$ cat src/rtl/mux_bus_bridge_pkg.sv
package mux_bus_bridge_pkg;

   typedef enum logic [2:0] {
      ST_IDLE  = 3'd0,
      ST_WBEAT1 = 3'd1,
      ST_WBEAT2 = 3'd2,
      ST_WREQ  = 3'd3,
      ST_RREQ  = 3'd4,
      ST_RBEAT1 = 3'd5,
      ST_RBEAT2 = 3'd6,
      ST_DONE  = 3'd7
   } mbb_state_e;

   function automatic logic is_read_beat(input mbb_state_e s);
      return (s == ST_RBEAT1) || (s == ST_RBEAT2);
   endfunction

   function automatic logic is_stalled(input mbb_state_e s);
      return (s == ST_WREQ) || (s == ST_RREQ);
   endfunction

endpackage

$ cat src/rtl/mbb_seq.sv
module mbb_seq
   import mux_bus_bridge_pkg::*;
(
   input  logic       clk,
   input  logic       rst_n,
   input  logic       cs_n,
   input  logic       adv_n,
   input  logic       we_n,
   input  logic       reg_ready,
   output mbb_state_e state
);

   mbb_state_e state_nx;

   always_comb begin
      state_nx = state;
      if (cs_n) begin
         state_nx = ST_IDLE;
      end else begin
         unique case (state)
            ST_IDLE:   if (!adv_n) state_nx = we_n ? ST_RREQ : ST_WBEAT1;
            ST_WBEAT1: state_nx = ST_WBEAT2;
            ST_WBEAT2: state_nx = ST_WREQ;
            ST_WREQ:   if (reg_ready) state_nx = ST_DONE;
            ST_RREQ:   if (reg_ready) state_nx = ST_RBEAT1;
            ST_RBEAT1: state_nx = ST_RBEAT2;
            ST_RBEAT2: state_nx = ST_DONE;
            ST_DONE:   state_nx = ST_DONE;
            default:   state_nx = ST_IDLE;
         endcase
      end
   end

   always_ff @(posedge clk or negedge rst_n) begin
      if (!rst_n) state <= ST_IDLE;
      else        state <= state_nx;
   end

endmodule

$ cat src/rtl/mbb_capture.sv
module mbb_capture
   import mux_bus_bridge_pkg::*;
#(
   parameter int BUS_W    = 16,
   parameter int WORD_W   = 32,
   parameter int ADDR_W   = 16,
   parameter bit LO_FIRST = 1'b1
) (
   input  logic              clk,
   input  logic              rst_n,
   input  logic              cs_n,
   input  logic              adv_n,
   input  mbb_state_e        state,
   input  logic [BUS_W-1:0]  bus_din,
   input  logic              reg_ready,
   input  logic [WORD_W-1:0] reg_rdata,
   output logic [ADDR_W-1:0] addr_q,
   output logic [WORD_W-1:0] wword_q,
   output logic [WORD_W-1:0] rword_q
);

   localparam int FIRST_OFS  = LO_FIRST ? 0 : BUS_W;
   localparam int SECOND_OFS = BUS_W - FIRST_OFS;

   always_ff @(posedge clk or negedge rst_n) begin
      if (!rst_n) begin
         addr_q  <= '0;
         wword_q <= '0;
         rword_q <= '0;
      end else if (cs_n) begin
         addr_q  <= '0;
         wword_q <= '0;
         rword_q <= '0;
      end else begin
         if (state == ST_IDLE && !adv_n)
            addr_q <= bus_din[ADDR_W-1:0];
         if (state == ST_WBEAT1)
            wword_q[FIRST_OFS +: BUS_W] <= bus_din;
         if (state == ST_WBEAT2)
            wword_q[SECOND_OFS +: BUS_W] <= bus_din;
         if (state == ST_RREQ && reg_ready)
            rword_q <= reg_rdata;
      end
   end

endmodule

$ cat src/rtl/mbb_drive.sv
module mbb_drive
   import mux_bus_bridge_pkg::*;
#(
   parameter int BUS_W    = 16,
   parameter int WORD_W   = 32,
   parameter bit LO_FIRST = 1'b1
) (
   input  logic              cs_n,
   input  logic              oe_n,
   input  mbb_state_e        state,
   input  logic [WORD_W-1:0] rword_q,
   output logic [BUS_W-1:0]  bus_dout,
   output logic              bus_doe
);

   logic [BUS_W-1:0] beat_first;
   logic [BUS_W-1:0] beat_second;

   generate
      if (LO_FIRST) begin : g_lo_first
         assign beat_first  = rword_q[BUS_W-1:0];
         assign beat_second = rword_q[WORD_W-1:BUS_W];
      end else begin : g_hi_first
         assign beat_first  = rword_q[WORD_W-1:BUS_W];
         assign beat_second = rword_q[BUS_W-1:0];
      end
   endgenerate

   assign bus_dout = (state == ST_RBEAT2) ? beat_second : beat_first;
   assign bus_doe  = !cs_n && !oe_n && is_read_beat(state);

endmodule

$ cat src/rtl/mux_bus_bridge.sv
module mux_bus_bridge
   import mux_bus_bridge_pkg::*;
#(
   parameter int BUS_W    = 16,
   parameter int WORD_W   = 32,
   parameter int ADDR_W   = 16,
   parameter bit LO_FIRST = 1'b1
) (
   input  logic              clk,
   input  logic              rst_n,
   input  logic              cs_n,
   input  logic              adv_n,
   input  logic              we_n,
   input  logic              oe_n,
   input  logic [BUS_W-1:0]  bus_din,
   output logic [BUS_W-1:0]  bus_dout,
   output logic              bus_doe,
   output logic              wait_n,
   output logic [ADDR_W-1:0] reg_addr,
   output logic              reg_wr,
   output logic [WORD_W-1:0] reg_wdata,
   output logic              reg_rd,
   input  logic [WORD_W-1:0] reg_rdata,
   input  logic              reg_ready
);

   generate
      if (BUS_W < 1) begin : g_bad_bus
         $error("mux_bus_bridge: BUS_W must be at least 1");
      end
      if (WORD_W != 2 * BUS_W) begin : g_bad_word
         $error("mux_bus_bridge: WORD_W must equal two beats of BUS_W");
      end
      if (ADDR_W < 1 || ADDR_W > BUS_W) begin : g_bad_addr
         $error("mux_bus_bridge: ADDR_W must fit on the bus lines");
      end
   endgenerate

   mbb_state_e        state;
   logic [ADDR_W-1:0] addr_q;
   logic [WORD_W-1:0] wword_q;
   logic [WORD_W-1:0] rword_q;

   mbb_seq u_seq (
      .clk       (clk),
      .rst_n     (rst_n),
      .cs_n      (cs_n),
      .adv_n     (adv_n),
      .we_n      (we_n),
      .reg_ready (reg_ready),
      .state     (state)
   );

   mbb_capture #(
      .BUS_W    (BUS_W),
      .WORD_W   (WORD_W),
      .ADDR_W   (ADDR_W),
      .LO_FIRST (LO_FIRST)
   ) u_capture (
      .clk       (clk),
      .rst_n     (rst_n),
      .cs_n      (cs_n),
      .adv_n     (adv_n),
      .state     (state),
      .bus_din   (bus_din),
      .reg_ready (reg_ready),
      .reg_rdata (reg_rdata),
      .addr_q    (addr_q),
      .wword_q   (wword_q),
      .rword_q   (rword_q)
   );

   mbb_drive #(
      .BUS_W    (BUS_W),
      .WORD_W   (WORD_W),
      .LO_FIRST (LO_FIRST)
   ) u_drive (
      .cs_n     (cs_n),
      .oe_n     (oe_n),
      .state    (state),
      .rword_q  (rword_q),
      .bus_dout (bus_dout),
      .bus_doe  (bus_doe)
   );

   assign reg_addr  = addr_q;
   assign reg_wdata = wword_q;
   assign reg_wr    = (state == ST_WREQ);
   assign reg_rd    = (state == ST_RREQ);
   assign wait_n    = !is_stalled(state);

endmodule

$ cat config.mk
export PLATFORM = sky130hd
export DESIGN_NAME = mux_bus_bridge
export DESIGN_NICKNAME = d
export VERILOG_FILES = /design/src/rtl/mux_bus_bridge_pkg.sv /design/src/rtl/mbb_seq.sv /design/src/rtl/mbb_capture.sv /design/src/rtl/mbb_drive.sv /design/src/rtl/mux_bus_bridge.sv
export SDC_FILE = /design/constraint.sdc
export NUM_CORES = 1
export LEC_CHECK = 0
export BUFFER_PORTS_ARGS = -buffer_cell sky130_fd_sc_hd__buf_2
export CORE_MARGIN = 3
export CORE_UTILIZATION = 35
export CTS_BUF_LIST = sky130_fd_sc_hd__clkbuf_2
export CTS_CLUSTER_DIAMETER = 120
export DETAILED_ROUTE_END_ITERATION = 16
export PLACE_DENSITY = 0.58
export SYNTH_ARGS = -nofsm -noshare
export SYNTH_HDL_FRONTEND = slang
export SYNTH_SLANG_ARGS = --single-unit
$ cat constraint.sdc
create_clock -name clk -period 1.8 [get_ports clk]
set_clock_uncertainty 0.2 [all_clocks]
set_input_delay 0.18 -clock clk [delete_from_list [all_inputs] [get_ports clk]]
set_output_delay 0.18 -clock clk [all_outputs]
set_load 0.1 [all_outputs]
# Yosys cells after proc, flatten, opt, wreduce, memory -nomap -nowiden
# Index checks and enable logic that the tools add are counted.
dict set report totals {
  inputBits 55
  register_bits 83
  wordCells 46
  output_inout_bits 68
}
dict set report classes {
  muxes 14
  eq_ne 10
  n_reduce_logical 17
}
# op n
set op_table {}
lappend op_table {{$mux 32} 3}
lappend op_table {{$mux 16} 5}
lappend op_table {{$pmux 3 s7} 1}
lappend op_table {{$mux 3} 5}
lappend op_table {{$eq 3x3->1 const B} 4}
lappend op_table {{$reduce_bool 2->1} 4}
lappend op_table {{$eq 3x2->1 const B} 2}
lappend op_table {{$ne 3x2->1 const B} 2}
lappend op_table {{$logic_and 1x1->1} 4}
lappend op_table {{$logic_not 1->1} 4}
lappend op_table {{$eq 3x1->1 const B} 1}
lappend op_table {{$logic_not 3->1} 1}
lappend op_table {{$ne 3x3->1 const B} 1}
lappend op_table {{$reduce_and 3->1} 1}
lappend op_table {{$logic_or 1x1->1} 2}
lappend op_table {{$reduce_or 2->1} 1}

# Depth between registers and ports, before layout
# Gate-level depths: netlist of run 1.
dict set report depth {
  ltp_word 4
  mapped_depth 5
  mapped_depth_nobuf 2
}

# Hierarchy
# From an unflattened synthesis of run 1, not the netlist that was laid out.
dict set report hier_totals {
  hier_cells 354
  area_unflattened_um2 4209.0
}
# module cells_per_inst area_each_um2 instances seq_area_each_um2
set by_module_without_submodules {}
lappend by_module_without_submodules {mbb_capture 318 3786.1 1 2001.9}
lappend by_module_without_submodules {mbb_drive 20 266.5 1 0.0}
lappend by_module_without_submodules {mbb_seq 13 131.4 1 75.1}
lappend by_module_without_submodules {mux_bus_bridge 3 25.0 1 0.0}

# Worst setup path before layout of run 1
# OpenSTA, ideal clock, no wires.
dict set report synth_path {
  path_type {reg-to-output}
  from {register u_seq.state[1]}
  to {output wait_n}
  n_path_buf 1
  required_ns 1.420
  path_slack_ns -2.770
  arrival_ns 4.190
  stages_incl_launch_ff 4
  cell_sequence {dfrtp_1 > buf_2 > nor3b_1 > nor2_1}
}
dict set report synth_via {
  elab_chain_cells 3
  word_cells_on_any_way 4
  classes_between {2 x eq/ne; 2 x reduce/logical}
}
# element line
set synth_rtl {}
lappend synth_rtl {{start, declared} mbb_seq.sv:10} ;# output mbb_state_e state
lappend synth_rtl {{start signal, assigned} mbb_seq.sv:36} ;# else state <= state_nx;
lappend synth_rtl {{$eq 3x3->1} -}
lappend synth_rtl {{named net reg_rd} mux_bus_bridge.sv:22} ;# output logic reg_rd,
lappend synth_rtl {{$logic_or 1x1->1} mux_bus_bridge_pkg.sv:19} ;# return (s == ST_WREQ) || (s == ST_RREQ);
lappend synth_rtl {{$logic_not 1->1} mux_bus_bridge.sv:90} ;# assign wait_n = !is_stalled(state);
lappend synth_rtl {{end, declared} mux_bus_bridge.sv:18} ;# output logic wait_n,
# The timed path passes the listed nets, and every way through them passes these cells.

# Final worst setup path of run 1
dict set report layout_path {
  from {register u_seq.state[0]}
  to {output bus_dout[0]}
}
dict set report layout_via {
  elab_chain_cells 2
}
# element line
set layout_rtl {}
lappend layout_rtl {{$eq 3x3->1} mbb_drive.sv:29} ;# assign bus_dout = (state == ST_RBEAT2) ? beat_second : beat_first;
lappend layout_rtl {{$mux 16} mbb_drive.sv:29}
lappend layout_rtl {{end, declared} mux_bus_bridge.sv:16} ;# output logic [BUS_W-1:0] bus_dout,
# No other way between the ends.

==> flow_metrics.tcl, run 1 <==
set metrics [dict create \
    hpwl_mm 6.464 \
    grtUsageTotal_pct 16.31 \
    fillers 979 \
    slew_viol_final 0 \
    drt-initial-drc-count 254 \
    die_x_microns 115.1 \
    antenna_found_initial 0 \
    path_class "reg -> out" \
    grt_pass1_vias 3359 \
    layout.nets 602 \
    gp_congestion 0.7357 \
    power.switching_uw 1857 \
    rr_worst_depth 6 \
    io_buffers 122 \
    clkPwrFrac_pct 19.1 \
    syn-num-nets 410 \
    vias_per_cell 4.622 \
    dp.cells 607 \
    remaining_drc_errors 0 \
    cap_violations 0 \
    cts_tree "done" \
    r2r-end "u_capture.rword_q[10]$_DFFE_PN0P_" \
    clkTransAtPathRegs_ps 240 \
    violations "setup timing" \
    setup_violations 74 \
    final_layout_size_suffix_gt1_share_pct 35.14 \
    cp-end-kind "output pin" \
    worst_slew_pin_slew_ps 461.9 \
    comb_power_share_pct 36.9 \
    synthToLayoutAreaGrowth_pct 55.06 \
    worstSetupStartpoint "u_seq.state[0]$_DFFE_PN0P_" \
    synth_top_area_share_pct 49.86 \
    fin_cells 695 \
    multiInputGateArea_sq_um 2062 \
    postSynthCellCount 355 \
    final_antenna_net_count 0 \
    r2r-start "u_seq.state[0]$_DFFE_PN0P_" \
    ys_top_cells_by_area "dfrtp_1, mux2i_1, nand2b_1" \
    rsz0062_at_grt "true" \
    ys_async_sr_fraction_pct 100.0 \
    grt_max_degree 84 \
    clock_latency_ps 550 \
    overflow 0 \
    arrival_ps 1880 \
    hold_violations 0 \
    internal_power_uw 2778 \
    yosysTopAreaCell "dfrtp_1" \
    crit_end "bus_dout[0]" \
    rrSetupSlack_ps -130 \
    status "finished with violations" \
    design.die.area_sq_um 13250 \
    yosys_most_used_dff "dfrtp_1" \
    synth.ff_latch_count 83 \
    grt_pass1_wl_mm 17.23 \
    path_max_fanout 8 \
    power_leakage_uw 0.003122 \
    min_path_type "in -> reg" \
    diodes 0 \
    swShare_pct 40.07 \
    io_pins 123 \
    fmax_mhz 441.8 \
    rows 39 \
    power_frac_seq_pct 44.0 \
    seq_area_frac_synth_pct 49.86 \
    start_util_pct 36.17 \
    synth_common_cells "nand2b_1, dfrtp_1, mux2i_1" \
    min_period_over_period_pct 125.7 \
    syn_area_sq_um 4165 \
    die_h_microns 115.1 \
    syn_area_per_cell_sq_um 11.73 \
    synth_edf_count 0 \
    powerDensity_nw_per_um2 717.6 \
    synth.most_common_cell "nand2b_1" \
    cts_buffer_depth 2 \
    regArea_sq_um 2078 \
    critPathRequiredTime_ps 1420 \
    yosysUniqueCellTypes 26 \
    slew_headroom_pct 69.21 \
    fin_crit_ps 2263 \
    clock_sinks 83 \
    ys_warn_count 0 \
    postLayoutCoreUtil_pct 56.08 \
    vias 3212 \
    irDropWorstVdd_mv 0.4966 \
    dr.pass1.iters 4 \
    core_area_sq_um 11520 \
    clock-root-buffer "clkbuf_2" \
    cts_made_buffers 9 \
    routed_wl_mm 10.87 \
    worst_slack_ps -463.3 \
    htreeDepth 3 \
    critPathLaunchType "flop" \
    hp-start "cs_n" \
    drt-wirelength-per-cell_microns 15.64 \
]
[final cells by class]
class / count / area share [%]
Clock inverter: 7 / 0.8330
Inverter: 2 / 0.1162
Multi-Input combinational cell: 243 / 31.93
Sequential cell: 83 / 32.18
Tap cell: 143 / 2.770
Timing Repair Buffer: 208 / 31.48
Clock buffer: 9 / 0.6974
[cells by family (layout without fill, tap and decap cells)]
| family | count (synthesis) | after routing | share of synthesized area [%] |
|---|---|---|---|
| multiplexers | 96 | 96 | 23.55 |
| AND/OR/NAND/NOR | 143 | 143 | 22.11 |
| AO/OA/AOI/OAI | 3 | 3 | 0.4806 |
| buffers and inverters | 29 | 226 | 3.785 |
| flip-flops | 83 | 83 | 49.86 |
| XOR/XNOR | 1 | 1 | 0.2103 |
[placed cells by master (no fill, tap or decap)]
cell and n:
a21oi_1 1, a221oi_1 1, a31oi_1 1, and3b_2 1, and4bb_4 1, buf_12 28, buf_16 1, buf_2 53
buf_4 54, buf_6 7, clkbuf_16 3, clkbuf_2 9, clkinv_2 1, clkinv_4 2, clkinvlp_4 3, dfrtp_1 82
dfrtp_2 1, dlygate4sd3_1 62, inv_1 2, inv_6 1, mux2_4 16, mux2i_1 76, mux2i_2 4, nand2b_1 128
nand3_1 1, nand3b_4 1, nor2_1 2, nor2_4 1, nor3b_4 2, nor4_4 1, or3_1 1, or3b_2 1
or3b_4 1, or4_4 1, or4b_2 1, xnor2_1 1
[power by group through the flow]
stage               sequential, uW  combinational, uW  clock (uW)
floorplan                     2610                541           0
global placement              2070               1460           0
detailed placement            2070               1470           0
CTS                           2040               1650         949
global route                  2060               1790        1020
finish                        2040               1710         885
[what timing repair did]
item	CTS	global route
setup endpoints to repair	68	85
pin swaps	5	5
hold buffers	62	0
gates resized for setup	63	10
buffers inserted	3	2
hold endpoints to repair	166	0
cloned	1	4
[worst min path at each step]
stage / to / cells after the start
detailed placement: u_capture.rword_q[27]$_DFFE_PN0P_ / 2
floorplan: u_capture.addr_q[0]$_DFFE_PN0P_ / 0
finish: u_capture.wword_q[19]$_DFFE_PN0P_ / 4
CTS: u_capture.wword_q[5]$_DFFE_PN0P_ / 4
global placement: u_capture.rword_q[27]$_DFFE_PN0P_ / 2
global route: u_capture.rword_q[29]$_DFFE_PN0P_ / 4
[routing by layer]
| metal | part of all wire (%) | vias up | track usage (%) | wire length [microns] |
|---|---|---|---|---|
| li1 | - | 1557 | - | - |
| met1 | 48 | 1542 | 22.66 | 5172 |
| met2 | 45 | 101 | 24.42 | 4874 |
| met3 | 6.1 | 12 | 4.263 | 663 |
| met4 | 1.4 | 0 | 6.338 | 157 |
| met5 | 0 | - | 0 | 0 |
[through the flow]
step	instance area [sq um]	power [uW]	setup WS [ps]	hold WS (ps)	setup TNS, ps
6_report	6459	4635	-463.3	163.3	-11550
3_5_place_dp	5365	3537	71.45	58.68	0
3_3_place_gp	5365	3524	105.4	54.78	0
2_1_floorplan	4249	3153	-363.1	-315.6	-1226
4_1_cts	6307	4642	-534.5	79.79	-11280
5_1_grt	6459	4863	-568.0	141.9	-16780
[critical path: stages, from the launching register on]
cell	delay [ps]
dfrtp_1	440
nand3b_4	210
buf_16	190
mux2_4	320
buf_12	170
[sequential cells by signal, indices dropped and copies added, names as in the netlist]
register / flops
u_seq.state: 3
u_capture.wword_q: 32
u_capture.rword_q: 32
u_capture.addr_q: 16
Power figures use the tool's default switching activity.
==> run 2: changes to the inputs <==
CORE_UTILIZATION = 50   (was 35)
PLACE_DENSITY = 0.78   (was 0.58)
==> flow_metrics.tcl, run 2 (same netlist as run 1, synthesis figures left out) <==
set metrics [dict create \
    overflow 0 \
    vias 3239 \
    path_class "reg -> out" \
    violations "setup timing" \
    fin_crit_ps 2173 \
    cp_slowest_cell "dfrtp_2" \
    power.switching_uw 1797 \
    remaining_drc_errors 0 \
    fin_setup_tns_ps -6921 \
    biggestRegsByFlops "u_capture.rword_q: 32 flops, u_capture.wword_q: 32 flops, u_capture.addr_q: 16 flops" \
    cp_num_buf_inv 2 \
    layout.nets 589 \
    core_area_sq_um 7888 \
    grt_pass1_vias 3518 \
    final_antenna_net_count 0 \
    start_util_pct 52.81 \
    routed_wl_mm 10.52 \
    antenna_found_initial 0 \
    setup_violations 20 \
    design.die.area_sq_um 9461 \
    drt-initial-drc-count 107 \
    synthToLayoutAreaGrowth_pct 46.92 \
    gp_congestion 0.7714 \
    cts_buffer_depth 2 \
    cpPeakStageDelay_ps 500 \
    io_buffers 122 \
    power_frac_seq_pct 45.3 \
    cpMostUsedCell "buf_12" \
    die_h_microns 97.27 \
    critPathRequiredTime_ps 1420 \
    comb_power_share_pct 35.7 \
    clkPwrFrac_pct 19.1 \
    preCtsSetupSlack_ps 82.01 \
    layout_common_cells "nand2b_1, dfrtp_1, mux2i_1" \
    min_path_type "in -> reg" \
    path_max_fanout 8 \
    rsz0062_at_grt "true" \
    dr.pass1.iters 4 \
    fmax_mhz 460.2 \
    rows 32 \
    grtUsageTotal_pct 22.41 \
    fillers 479 \
    cts_made_buffers 9 \
    worst_slew_pin_slew_ps 506.2 \
    cts_tree "done" \
    powerDensity_nw_per_um2 736.4 \
    layout_commonest_cell "nand2b_1" \
    slew_viol_final 0 \
    hpwl_mm 6.554 \
    worst_slack_ps -373.0 \
    totalPowerFinal_uw 4507 \
    hold_violations 0 \
    crit_family "flip-flops" \
    cp-end-kind "output pin" \
    vias_per_cell 5.053 \
    irDropWorstVdd_mv 0.4916 \
    internal_power_uw 2709 \
    grt_pass1_wl_mm 17.36 \
    holdWs_ps 196.7 \
    min_period_over_period_pct 120.7 \
    power_leakage_uw 0.003010 \
    clock-root-buffer "clkbuf_2" \
    io_pins 123 \
    drt-wirelength-per-cell_microns 16.41 \
    clock_latency_ps 480 \
    clock_sinks 83 \
    crit_chain "nand3b_4 > buf_12 > mux2_2 > buf_12" \
    final_layout_size_suffix_gt1_share_pct 34.69 \
    slew_headroom_pct 66.48 \
    cap_violations 0 \
    status "finished with violations" \
    diodes 0 \
    swShare_pct 39.88 \
    arrival_ps 1790 \
    clkTransAtPathRegs_ps 250 \
    die_x_microns 97.27 \
    critPathLaunchType "flop" \
    grt_max_degree 60 \
    htreeDepth 3 \
]
==> run 2: power groups by stage <==
stage / logic [uW] / registers (uW) / clock network, uW
after global routing: 1680 / 2060 / 968
after global placement: 1440 / 2060 / 0
after floorplan: 541 / 2610 / 0
after CTS: 1580 / 2040 / 887
final: 1610 / 2040 / 859
after detailed placement: 1460 / 2070 / 0
==> run 2: stage by stage <==
step	cell area (sq um)	std cells	utilization, %
floorplan	4249	355	-
global placement	5290	567	67.07
detailed placement	5290	567	67.07
CTS	5995	640	76.00
global route	6120	641	77.59
finish	6120	641	77.59
==> run 2: final timing paths <==
check | from | to | slack [ps] | depth (start not counted)
setup reg to reg | u_seq.state[1]$_DFFE_PN0P_ | u_capture.rword_q[11]$_DFFE_PN0P_ | 30 | 4
hold / removal | cs_n | u_capture.wword_q[20]$_DFFE_PN0P_ | 200 | 4
min in group asynchronous | rst_n | u_capture.wword_q[25]$_DFFE_PN0P_ | 460 | 3
hold reg to reg | u_capture.wword_q[5]$_DFFE_PN0P_ | u_capture.wword_q[5]$_DFFE_PN0P_ | 360 | 2
setup / recovery | u_seq.state[1]$_DFFE_PN0P_ | bus_dout[3] | -370 | 4
max in group asynchronous | rst_n | u_capture.wword_q[17]$_DFFE_PN0P_ | 330 | 4
==> run 2: final cells by class <==
class                   count  area (sq um)  share of cell area [%]
multi-input cells         243          2057                   33.61
inverters                   2         7.507                  0.1227
flip-flops and latches     83          2078                   33.96
clock buffers              10         50.05                  0.8178
well taps                 102         127.6                   2.085
clock inverters             6         50.05                  0.8178
repair buffers            195          1749                   28.58
==> run 2: repair_timing <==
item | 4_1_cts | 5_1_grt
gates resized for setup | 8 | 37
hold endpoints to repair | 166 | 0
pin swaps | 3 | 1
buffers inserted | 3 | 0
hold buffers | 54 | 0
endpoints found under the setup margin | 20 | 60
cloned | 0 | 1
==> run 2: worst min-delay path, delay by kind of cell <==
| kind | cells | cell delay [ps] |
|---|---|---|
| AND/OR/NAND/NOR | 1 | 160 |
| buffers and inverters | 2 | 490 |
| multiplexers | 1 | 70 |
==> run 2: layer usage <==
metal	up-vias	global-route usage (%)	share of wire [%]
met2	101	38.80	51
met1	1593	27.94	42
met5	-	0	0
met4	0	7.668	2.2
li1	1525	-	-
met3	20	4.594	5.3
==> run 3: changes to the inputs <==
TNS_END_PERCENT = 5   (was unset)
==> flow_metrics.tcl, run 3 (same netlist as run 1, synthesis figures left out) <==
set metrics [dict create \
    rsz0062_at_grt "true" \
    overflow 0 \
    grt_pass1_vias 3488 \
    start_util_pct 52.81 \
    cts_buffer_depth 2 \
    min_period_over_period_pct 123.0 \
    rows 32 \
    path_max_fanout 8 \
    cpMostUsedCell "buf_12" \
    violations "setup timing" \
    grtUsageTotal_pct 22.99 \
    cts_tree "done" \
    core_area_sq_um 7888 \
    power.switching_uw 1801 \
    io_pins 123 \
    swShare_pct 37.66 \
    internal_power_uw 2982 \
    grt_pass1_wl_mm 17.56 \
    hpwl_mm 6.542 \
    postLayoutCoreUtil_pct 78.22 \
    remaining_drc_errors 0 \
    drt-wirelength-per-cell_microns 16.93 \
    worst_slack_ps -414.5 \
    layout_common_cells "nand2b_1, dfrtp_1, mux2i_1" \
    die_h_microns 97.27 \
    clkTransAtPathRegs_ps 240 \
    synthToLayoutAreaGrowth_pct 48.12 \
    hold_violations 0 \
    cp_slowest_cell "dfrtp_1" \
    biggestRegsByFlops "u_capture.rword_q: 32 flops, u_capture.wword_q: 32 flops, u_capture.addr_q: 16 flops" \
    vias 3238 \
    diodes 0 \
    power_frac_seq_pct 42.7 \
    dr.pass1.iters 4 \
    htreeDepth 3 \
    vias_per_cell 5.036 \
    setup_violations 70 \
    final_antenna_net_count 0 \
    die_x_microns 97.27 \
    cap_violations 0 \
    final_layout_size_suffix_gt1_share_pct 34.38 \
    min_path_type "in -> reg" \
    clock_latency_ps 510 \
    power_leakage_uw 0.003034 \
    routed_wl_mm 10.89 \
    clock-root-buffer "clkbuf_2" \
    fin_setup_tns_ps -10770 \
    status "finished with violations" \
    layout_commonest_cell "nand2b_1" \
    path_class "reg -> out" \
    layout.nets 591 \
    design.die.area_sq_um 9461 \
    comb_power_share_pct 33.8 \
    antenna_found_initial 0 \
    fin_crit_ps 2215 \
    clock_sinks 83 \
    preCtsSetupSlack_ps 58.21 \
    slew_viol_final 0 \
    fmax_mhz 451.6 \
    critPathLaunchType "flop" \
    worst_slew_pin_slew_ps 1081 \
    grt_max_degree 77 \
    cpPeakStageDelay_ps 440 \
    arrival_ps 1830 \
    crit_chain "nand3b_4 > buf_12 > mux2_4 > buf_12" \
    gp_congestion 0.7346 \
    irDropWorstVdd_mv 0.5532 \
    powerDensity_nw_per_um2 775.2 \
    clkPwrFrac_pct 23.6 \
    io_buffers 122 \
    critPathRequiredTime_ps 1420 \
    drt-initial-drc-count 114 \
    cts_made_buffers 9 \
    slew_headroom_pct 27.94 \
    cp-end-kind "output pin" \
]
-- run 3: worst max-delay path: cells and delay by family (launching register included) --
family        cells  cell delay (ps)
buf+inv           2              340
flops             1              440
simple gates      1              210
mux               1              320
-- run 3: final cells by class --
class | count | area [sq um]
Fill cell | 475 | 1718
Inverter | 2 | 7.507
Tap cell | 102 | 127.6
Multi-Input combinational cell | 243 | 2003
Timing Repair Buffer | 197 | 1813
Sequential cell | 83 | 2079
Clock buffer | 10 | 50.05
Clock inverter | 6 | 88.84
-- run 3: power by group through the flow --
| stage | combinational [uW] | clock (uW) | sequential, uW |
|---|---|---|---|
| 3_5_place_dp | 1450 | 0 | 2070 |
| 2_1_floorplan | 534 | 0 | 2610 |
| 4_1_cts | 1590 | 1150 | 2040 |
| 6_report | 1620 | 1130 | 2040 |
| 3_3_place_gp | 1440 | 0 | 2060 |
| 5_1_grt | 1680 | 1230 | 2050 |
-- run 3: final timing paths --
path	slack [ps]	cells past startpoint	from	to
worst min register to register	360	2	u_capture.rword_q[16]$_DFFE_PN0P_	u_capture.rword_q[16]$_DFFE_PN0P_
min in group asynchronous	330	3	rst_n	u_capture.rword_q[8]$_DFFE_PN0P_
worst max-delay path	-410	4	u_seq.state[0]$_DFFE_PN0P_	bus_dout[13]
worst min-delay path	90	4	cs_n	u_capture.rword_q[23]$_DFFE_PN0P_
max in group asynchronous	420	3	rst_n	u_capture.rword_q[0]$_DFFE_PN0P_
worst max register to register	-140	6	u_seq.state[0]$_DFFE_PN0P_	u_capture.rword_q[30]$_DFFE_PN0P_
-- run 3: timing repair --
| item | 4_1_cts | 5_1_grt |
|---|---|---|
| pin swaps | 5 | 0 |
| setup endpoints to repair | 23 | 142 |
| gates cloned | 1 | 0 |
| buffers inserted | 4 | 0 |
| endpoints found under the hold margin | 166 | 0 |
| hold buffers | 55 | 0 |
| resized for setup | 15 | 39 |
-- run 3: per-layer routing --
| layer | vias up | part of all wire (%) | GRT usage, % |
|---|---|---|---|
| li1 | 1530 | - | - |
| met1 | 1611 | 41 | 27.91 |
| met2 | 87 | 53 | 41.24 |
| met3 | 10 | 5.1 | 4.953 |
| met4 | 0 | 0.94 | 6.390 |
| met5 | - | 0 | 0 |
-- run 3: through the flow --
step                instances  instance area, sq um  total power (uW)  hold WS, ps
detailed placement        567                  5278              3520       -80.48
global placement          567                  5278              3500       -79.08
global route              643                  6170              4972        96.42
finish                    643                  6170              4783        91.18
floorplan                 355                  4205              3145       -315.6
CTS                       643                  6070              4771        57.92
